**src/rtl/acc8_pkg.sv**
```systemverilog
package acc8_pkg;
  localparam logic [7:0] OP_NOP  = 8'd0;
  localparam logic [7:0] OP_LDA  = 8'd1;
  localparam logic [7:0] OP_LDC  = 8'd2;
  localparam logic [7:0] OP_STA  = 8'd3;
  localparam logic [7:0] OP_LDX  = 8'd8;
  localparam logic [7:0] OP_INCX = 8'd9;
  localparam logic [7:0] OP_DECX = 8'd10;
  localparam logic [7:0] OP_ADD  = 8'd16;
  localparam logic [7:0] OP_ROR  = 8'd27;
  localparam logic [7:0] OP_JMP  = 8'd32;
  localparam logic [7:0] OP_JNC  = 8'd34;
  localparam logic [7:0] OP_JNZ  = 8'd36;

  typedef enum logic [1:0] {ACC_HOLD, ACC_LOAD, ACC_ADD, ACC_ROR} accOp_e;
  typedef enum logic [1:0] {X_HOLD, X_LOAD, X_INC, X_DEC} xOp_e;

  typedef struct packed {
    logic   pcInc;
    logic   pcLoad;
    logic   hiLoad;
    logic   absAddr;
    accOp_e accOp;
    xOp_e   xOp;
  } strobe_t;
endpackage

```
**src/rtl/acc8_dpath.sv**
```systemverilog
module acc8_dpath
  import acc8_pkg::*;
#(
  parameter int DW = 8
) (
  input  logic              clk,
  input  logic              rst,
  input  strobe_t           stb,
  input  logic [DW-1:0]     memRdata,
  output logic [2*DW-1:0]   memAddr,
  output logic [DW-1:0]     memWdata,
  output logic              zFlag,
  output logic              cFlag
);
  localparam int AW = 2 * DW;

  logic [AW-1:0] pc;
  logic [DW-1:0] acc, xReg, hiByte;
  logic [AW-1:0] target;
  logic [DW:0]   sumWide;
  logic [DW-1:0] xInc, xDec;

  assign target   = {hiByte, memRdata};
  assign memAddr  = stb.absAddr ? target : pc;
  assign memWdata = acc;
  assign sumWide  = {1'b0, acc} + {1'b0, memRdata} + {{DW{1'b0}}, cFlag};
  assign xInc     = xReg + {{(DW-1){1'b0}}, 1'b1};
  assign xDec     = xReg - {{(DW-1){1'b0}}, 1'b1};

  always_ff @(posedge clk) begin
    if (rst) begin
      pc     <= '0;
      acc    <= '0;
      xReg   <= '0;
      hiByte <= '0;
      zFlag  <= 1'b0;
      cFlag  <= 1'b0;
    end else begin
      if (stb.pcLoad)     pc <= target;
      else if (stb.pcInc) pc <= pc + {{(AW-1){1'b0}}, 1'b1};
      if (stb.hiLoad) hiByte <= memRdata;
      case (stb.accOp)
        ACC_LOAD: acc <= memRdata;
        ACC_ADD: begin
          acc   <= sumWide[DW-1:0];
          cFlag <= sumWide[DW];
        end
        ACC_ROR: begin
          acc   <= {cFlag, acc[DW-1:1]};
          cFlag <= acc[0];
        end
        default: ;
      endcase
      case (stb.xOp)
        X_LOAD: xReg <= memRdata;
        X_INC: begin
          xReg  <= xInc;
          zFlag <= (xInc == '0);
        end
        X_DEC: begin
          xReg  <= xDec;
          zFlag <= (xDec == '0);
        end
        default: ;
      endcase
    end
  end

  // carry only moves on add or rotate
  p_carry_hold_r8: assert property (@(posedge clk) disable iff (rst)
    (stb.accOp == ACC_HOLD || stb.accOp == ACC_LOAD) |=> $stable(cFlag));
  // zero only moves on index step
  p_zero_hold_r8: assert property (@(posedge clk) disable iff (rst)
    (stb.xOp == X_HOLD || stb.xOp == X_LOAD) |=> $stable(zFlag));
  // rotate passes through carry
  p_ror_r6: assert property (@(posedge clk) disable iff (rst)
    (stb.accOp == ACC_ROR) |=> (acc[DW-1] == $past(cFlag)) && (cFlag == $past(acc[0])));
  // zero flag matches new index value
  p_zero_track_r4: assert property (@(posedge clk) disable iff (rst)
    (stb.xOp == X_INC || stb.xOp == X_DEC) |=> (zFlag == (xReg == '0)));
endmodule

```
**src/rtl/acc8_ctrl.sv**
```systemverilog
module acc8_ctrl
  import acc8_pkg::*;
#(
  parameter int DW = 8
) (
  input  logic          clk,
  input  logic          rst,
  input  logic [DW-1:0] memRdata,
  input  logic          zFlag,
  input  logic          cFlag,
  output strobe_t       stb,
  output logic          memRe,
  output logic          memWe,
  output logic          halt
);
  typedef enum logic [2:0] {S_FETCH, S_OP, S_IMM, S_HI, S_LO, S_DATA, S_HALT} state_e;

  state_e state, nextState;
  logic [DW-1:0] ir;

  always_ff @(posedge clk) begin
    if (rst) begin
      state <= S_FETCH;
      ir    <= '0;
    end else begin
      state <= nextState;
      if (state == S_OP) ir <= memRdata;
    end
  end

  always_comb begin
    stb       = '0;
    memRe     = 1'b0;
    memWe     = 1'b0;
    nextState = state;
    case (state)
      S_FETCH: begin
        memRe     = 1'b1;
        stb.pcInc = 1'b1;
        nextState = S_OP;
      end
      S_OP: begin
        case (memRdata)
          OP_NOP:  nextState = S_FETCH;
          OP_INCX: begin stb.xOp = X_INC; nextState = S_FETCH; end
          OP_DECX: begin stb.xOp = X_DEC; nextState = S_FETCH; end
          OP_ROR:  begin stb.accOp = ACC_ROR; nextState = S_FETCH; end
          OP_LDC, OP_LDX: begin
            memRe = 1'b1; stb.pcInc = 1'b1; nextState = S_IMM;
          end
          OP_LDA, OP_STA, OP_ADD, OP_JMP, OP_JNC, OP_JNZ: begin
            memRe = 1'b1; stb.pcInc = 1'b1; nextState = S_HI;
          end
          default: nextState = S_HALT;
        endcase
      end
      S_IMM: begin
        if (ir == OP_LDC) stb.accOp = ACC_LOAD;
        else              stb.xOp   = X_LOAD;
        nextState = S_FETCH;
      end
      S_HI: begin
        stb.hiLoad = 1'b1;
        memRe      = 1'b1;
        stb.pcInc  = 1'b1;
        nextState  = S_LO;
      end
      S_LO: begin
        nextState = S_FETCH;
        case (ir)
          OP_JMP: stb.pcLoad = 1'b1;
          OP_JNC: stb.pcLoad = !cFlag;
          OP_JNZ: stb.pcLoad = !zFlag;
          OP_STA: begin stb.absAddr = 1'b1; memWe = 1'b1; end
          default: begin
            stb.absAddr = 1'b1; memRe = 1'b1; nextState = S_DATA;
          end
        endcase
      end
      S_DATA: begin
        stb.accOp = (ir == OP_ADD) ? ACC_ADD : ACC_LOAD;
        nextState = S_FETCH;
      end
      default: nextState = S_HALT;
    endcase
  end

  assign halt = (state == S_HALT);

  // halt is sticky
  p_halt_sticky_r9: assert property (@(posedge clk) disable iff (rst)
    halt |=> halt);
  // no memory traffic while halted
  p_halt_quiet_r9: assert property (@(posedge clk) disable iff (rst)
    halt |-> !memRe && !memWe);
  // one access per cycle
  p_single_access_r11: assert property (@(posedge clk) disable iff (rst)
    $onehot0({memRe, memWe}));
endmodule

```
**src/rtl/acc8_core.sv**
```systemverilog
module acc8_core
  import acc8_pkg::*;
#(
  parameter int DW = 8
) (
  input  logic              clk,
  input  logic              rst,
  output logic [2*DW-1:0]   memAddr,
  output logic [DW-1:0]     memWdata,
  input  logic [DW-1:0]     memRdata,
  output logic              memWe,
  output logic              memRe,
  output logic              halt
);
  strobe_t stb;
  logic zFlag, cFlag;

  acc8_ctrl #(.DW(DW)) u_ctrl (
    .clk(clk), .rst(rst), .memRdata(memRdata), .zFlag(zFlag), .cFlag(cFlag),
    .stb(stb), .memRe(memRe), .memWe(memWe), .halt(halt)
  );

  acc8_dpath #(.DW(DW)) u_dpath (
    .clk(clk), .rst(rst), .stb(stb), .memRdata(memRdata),
    .memAddr(memAddr), .memWdata(memWdata), .zFlag(zFlag), .cFlag(cFlag)
  );

  // first access after reset is a read at zero
  p_reset_fetch_r1: assert property (@(posedge clk) disable iff (rst)
    $past(rst) |-> memRe && (memAddr == '0) && !halt);
endmodule

```
**config.mk**
```make
export PLATFORM = sky130hd
export DESIGN_NAME = acc8_core
export DESIGN_NICKNAME = d
export VERILOG_FILES = /design/src/rtl/acc8_pkg.sv /design/src/rtl/acc8_dpath.sv /design/src/rtl/acc8_ctrl.sv /design/src/rtl/acc8_core.sv
export SDC_FILE = /design/constraint.sdc
export NUM_CORES = 1
export LEC_CHECK = 0
export BUFFER_PORTS_ARGS = -buffer_cell sky130_fd_sc_hd__buf_2
export CAP_MARGIN = 20
export CORE_MARGIN = 1
export CORE_UTILIZATION = 45
export CTS_BUF_LIST = sky130_fd_sc_hd__clkbuf_4
export CTS_CLUSTER_DIAMETER = 50
export DETAILED_ROUTE_END_ITERATION = 6
export GPL_TIMING_DRIVEN = 1
export PLACE_DENSITY = 0.66
export REMOVE_ABC_BUFFERS = 1
export SLEW_MARGIN = 15
export SYNTH_ARGS = -nofsm -noshare
export SYNTH_HDL_FRONTEND = slang
export SYNTH_HIERARCHICAL = 1
export SYNTH_SLANG_ARGS = --single-unit
```
**constraint.sdc**
```tcl
create_clock -name clk -period 2.2 [get_ports clk]
set_input_delay 0 -clock clk [delete_from_list [all_inputs] [get_ports clk]]
set_output_delay 0 -clock clk [all_outputs]
set_load 0.1 [all_outputs]
```
==> results.sh <==
export IMPL_status="complete, but fails checks"
export IMPL_violations="setup timing"
export IMPL_powerDensity_nw_per_um2=954.3
export IMPL_placed_cells=625
export IMPL_vias=3836
export IMPL_cellLeakagePower_nw=1.973
export IMPL_grt_start_max_net_pins=44
export IMPL_criticalPathCategory="flop to output port"
export IMPL_ir_worst_vdd_v=0.001019
export IMPL_crit_path_top_delay_cell="or3b_4"
export IMPL_antenna_found_initial=1
export IMPL_synth_cell_type_count=69
export IMPL_path_cells="buf_6 > or3b_4 > a31oi_4 > buf_6 > buf_12 > mux2_4 > buf_12"
export IMPL_power_frac_comb_pct=63.5
export IMPL_cts_tree="yes"
export IMPL_maxCapViolations=0
export IMPL_fill_cells=710
export IMPL_seq_area_frac_synth_pct=27.69
export IMPL_critPathBufInv=4
export IMPL_gp_congestion=0.8778
export IMPL_maxSlewViolCount=0
export IMPL_dp_final_hpwl_um=7253
export IMPL_syn_area_per_cell_um2=8.134
export IMPL_die_h_um=94.27
export IMPL_grt_pass1_vias=3423
export IMPL_p_sw_mw=2.262
export IMPL_ys_seq_elements=53
export IMPL_setup_viol=9
export IMPL_netlist_instances=471
export IMPL_clk_pin_slew_ns=0.16
export IMPL_dp_slack_ns=-0.1767
export IMPL_async_flop_share_pct=0
export IMPL_core_area_um2=8217
export IMPL_slowest_delay_ns=0.41
export IMPL_layout_setup_ws_ns=-0.03267
export IMPL_power_internal_mw=2.507
export IMPL_ys_flop_type="dfxtp_1"
export IMPL_ant_nets=0
export IMPL_final_common_cell="nor2_1"
export IMPL_cp_end_kind="output port"
export IMPL_crit_fanout=5
export IMPL_cts_htree_levels=2
export IMPL_wire_per_inst_um=17.01
export IMPL_cts_root_buf="clkbuf_4"
export IMPL_clk_latency_ns=0.38
export IMPL_syn_area_um2=3831
export IMPL_clockBufferDepth=2
export IMPL_r2r_setup_slack_ns=0.01
export IMPL_die_w_um=94.27
export IMPL_rsz0062_at_grt="true"
export IMPL_critPathRequiredTime_ns=2.20
export IMPL_wirelength_um=11040
export IMPL_row_count=33
export IMPL_io_pins=37
export IMPL_clockPowerShare_pct=9.6
export IMPL_via_per_inst=5.911
export IMPL_hold_violations=0
export IMPL_worstMarginPinSlew_ns=0.8837
export IMPL_track_usage_pct=24.77
export IMPL_netSwitchingFraction_pct=47.44
export IMPL_max_freq_ghz=0.4479
export IMPL_io_buffer_count=36
export IMPL_synth_edf_count=0
export IMPL_path_delay_family="buffers and inverters"
export IMPL_grt_pass1_wl_um=17220
export IMPL_start_util_pct=46.63
export IMPL_first_pass_iters=5
export IMPL_stdcell_count=649
export IMPL_die_area_um2=8887
export IMPL_seq_power_share_pct=26.9
export IMPL_finalClockSkew_ns=0.01736
export IMPL_final_cell_mix="nor2_1, buf_4, dfxtp_1"
export IMPL_drtIter0Drc=250
export IMPL_grt_overflow_total=0
export IMPL_drc=0
export IMPL_fin_crit_sh_pct=101.5
export IMPL_start_kind="flop"
export IMPL_drive_gt1_share_pct=28.68
export IMPL_n_antenna_cell=0
export IMPL_cp_arrival_ns=2.23
export IMPL_area_delta_synth_final_pct=30.44
export IMPL_yosys_warnings=6
export IMPL_nets=566
export IMPL_fin_crit_ns=2.233
export IMPL_cts_num_sinks=53
export IMPL_cts_buffers=5
export IMPL_slew_headroom_pct=41.09
export IMPL_min_path_type="primary input to flop"
==> cell usage after synthesis, types with 2 or more instances <==
cell / n / area (um^2)
a2111oi_2: 2 / 30.03
a211oi_1: 17 / 127.6
a21o_1: 4 / 30.03
a21oi_1: 30 / 150.1
a221oi_1: 2 / 17.52
a22o_1: 2 / 17.52
a22oi_1: 2 / 15.01
a311oi_1: 3 / 26.28
a31oi_1: 5 / 31.28
and2_0: 2 / 12.51
and2_1: 2 / 12.51
and3_1: 6 / 37.54
and4_1: 3 / 26.28
buf_1: 4 / 15.01
buf_2: 11 / 55.05
buf_4: 4 / 30.03
buf_6: 2 / 22.52
clkbuf_1: 14 / 52.55
dfxtp_1: 53 / 1061
fa_1: 2 / 40.04
ha_1: 11 / 137.6
inv_1: 14 / 52.55
mux2_2: 18 / 202.7
mux2i_1: 13 / 130.1
mux4_2: 2 / 45.04
nand2_1: 29 / 108.9
nand2b_1: 2 / 12.51
nand3_1: 13 / 65.06
nand4_1: 13 / 81.33
nor2_1: 54 / 202.7
nor2b_1: 17 / 106.4
nor3_1: 14 / 70.07
nor3b_1: 7 / 52.55
nor4_1: 2 / 12.51
nor4b_1: 2 / 17.52
o211a_1: 2 / 20.02
o211ai_1: 6 / 45.04
o21a_1: 7 / 52.55
o21ai_0: 20 / 100.1
o22ai_1: 2 / 12.51
or2_2: 2 / 12.51
or4_1: 2 / 15.01
xnor2_1: 12 / 105.1
xor2_1: 12 / 105.1
==> layout make-up <==
type | instances | area, um^2 | share of cell area [%]
Timing Repair Buffer | 100 | 1011 | 20.23
Tap cell | 105 | 131.4 | 2.629
Inverter | 14 | 52.55 | 1.052
Clock buffer | 5 | 37.54 | 0.7511
Sequential cell | 53 | 1065 | 21.31
Clock inverter | 3 | 17.52 | 0.3505
Multi-Input combinational cell | 369 | 2683 | 53.68
==> power groups by stage <==
stage          clock network (mW)  logic (mW)  registers [mW]
6_report                    0.456        3.03            1.28
5_1_grt                     0.496        3.22            1.30
4_1_cts                     0.469        2.94            1.27
3_5_place_dp                    0        2.68            1.29
3_3_place_gp                    0        2.65            1.28
2_1_floorplan                   0        1.54            1.45
==> path summary, 6_finish.rpt <==
check	startpoint	endpoint	cells after the start
min	memRdata[7]	u_ctrl/ir[7]$_SDFFE_PP0P_	4
max	u_ctrl/state[0]$_SDFF_PP0_	memAddr[0]	7
max reg2reg	u_ctrl/state[0]$_SDFF_PP0_	u_dpath/pc[13]$_SDFFE_PP0P_	9
min reg2reg	u_dpath/zFlag$_SDFFE_PP0N_	u_dpath/zFlag$_SDFFE_PP0N_	2
==> state kept, by name (all words and copies together), names as in the netlist <==
register / cells
u_dpath/zFlag: 1
u_ctrl/state: 3
u_dpath/memWdata: 8
u_dpath/xReg: 8
u_dpath/hiByte: 8
u_dpath/cFlag: 1
u_ctrl/ir: 8
u_dpath/pc: 16
==> per-layer routing <==
| metal | track usage [%] | share of wire [%] | vias to the layer above |
|---|---|---|---|
| met4 | 7.308 | 1.6 | 0 |
| met1 | 34.58 | 47 | 1844 |
| met5 | 0 | 0 | - |
| li1 | - | - | 1860 |
| met2 | 39.43 | 47 | 116 |
| met3 | 3.155 | 5.2 | 16 |
==> repair_timing <==
| action | in CTS | in global routing |
|---|---|---|
| endpoints found under the hold margin | 4 | 0 |
| pin swaps | 3 | 7 |
| hold buffers | 4 | 0 |
| cloned | 2 | 1 |
| gates resized for setup | 28 | 15 |
| setup buffers | 3 | 7 |
| endpoints found under the setup margin | 20 | 34 |
==> logic make-up (layout without fill, tap and decap cells) <==
kind of cell	after synthesis	after routing	share of synthesized area [%]
adder cells (fa/ha/maj)	13	13	4.637
AND/OR/NAND/NOR	185	185	26.22
buffers and inverters	49	122	5.944
AO/OA/AOI/OAI	114	114	20.15
multiplexers	33	33	9.863
XOR/XNOR	24	24	5.487
flip-flops	53	53	27.69
==> worst register-to-register path: stages, from the launching register on <==
cell and delay (ns):
dfxtp_2 0.36, buf_6 0.12, or3b_4 0.41, buf_4 0.15, nor3_1 0.12, o21ai_0 0.13
nor2_2 0.19, buf_12 0.17, and4b_1 0.23, a2111oi_2 0.22
==> per-stage QoR <==
step	hold WS, ns	setup TNS, ns	utilization, %	cell area [um^2]	power, mW
detailed placement	0.3532	-0.5544	56.11	4611	3.967
global route	0.05857	-1.072	60.82	4997	5.020
floorplan	0.06465	-14.54	-	3656	2.994
finish	0.05645	-0.1791	60.82	4997	4.769
global placement	0.3490	-0.3572	56.11	4611	3.930
CTS	0.04135	-0.4179	59.37	4878	4.682
(Power assumes the default switching activity.)
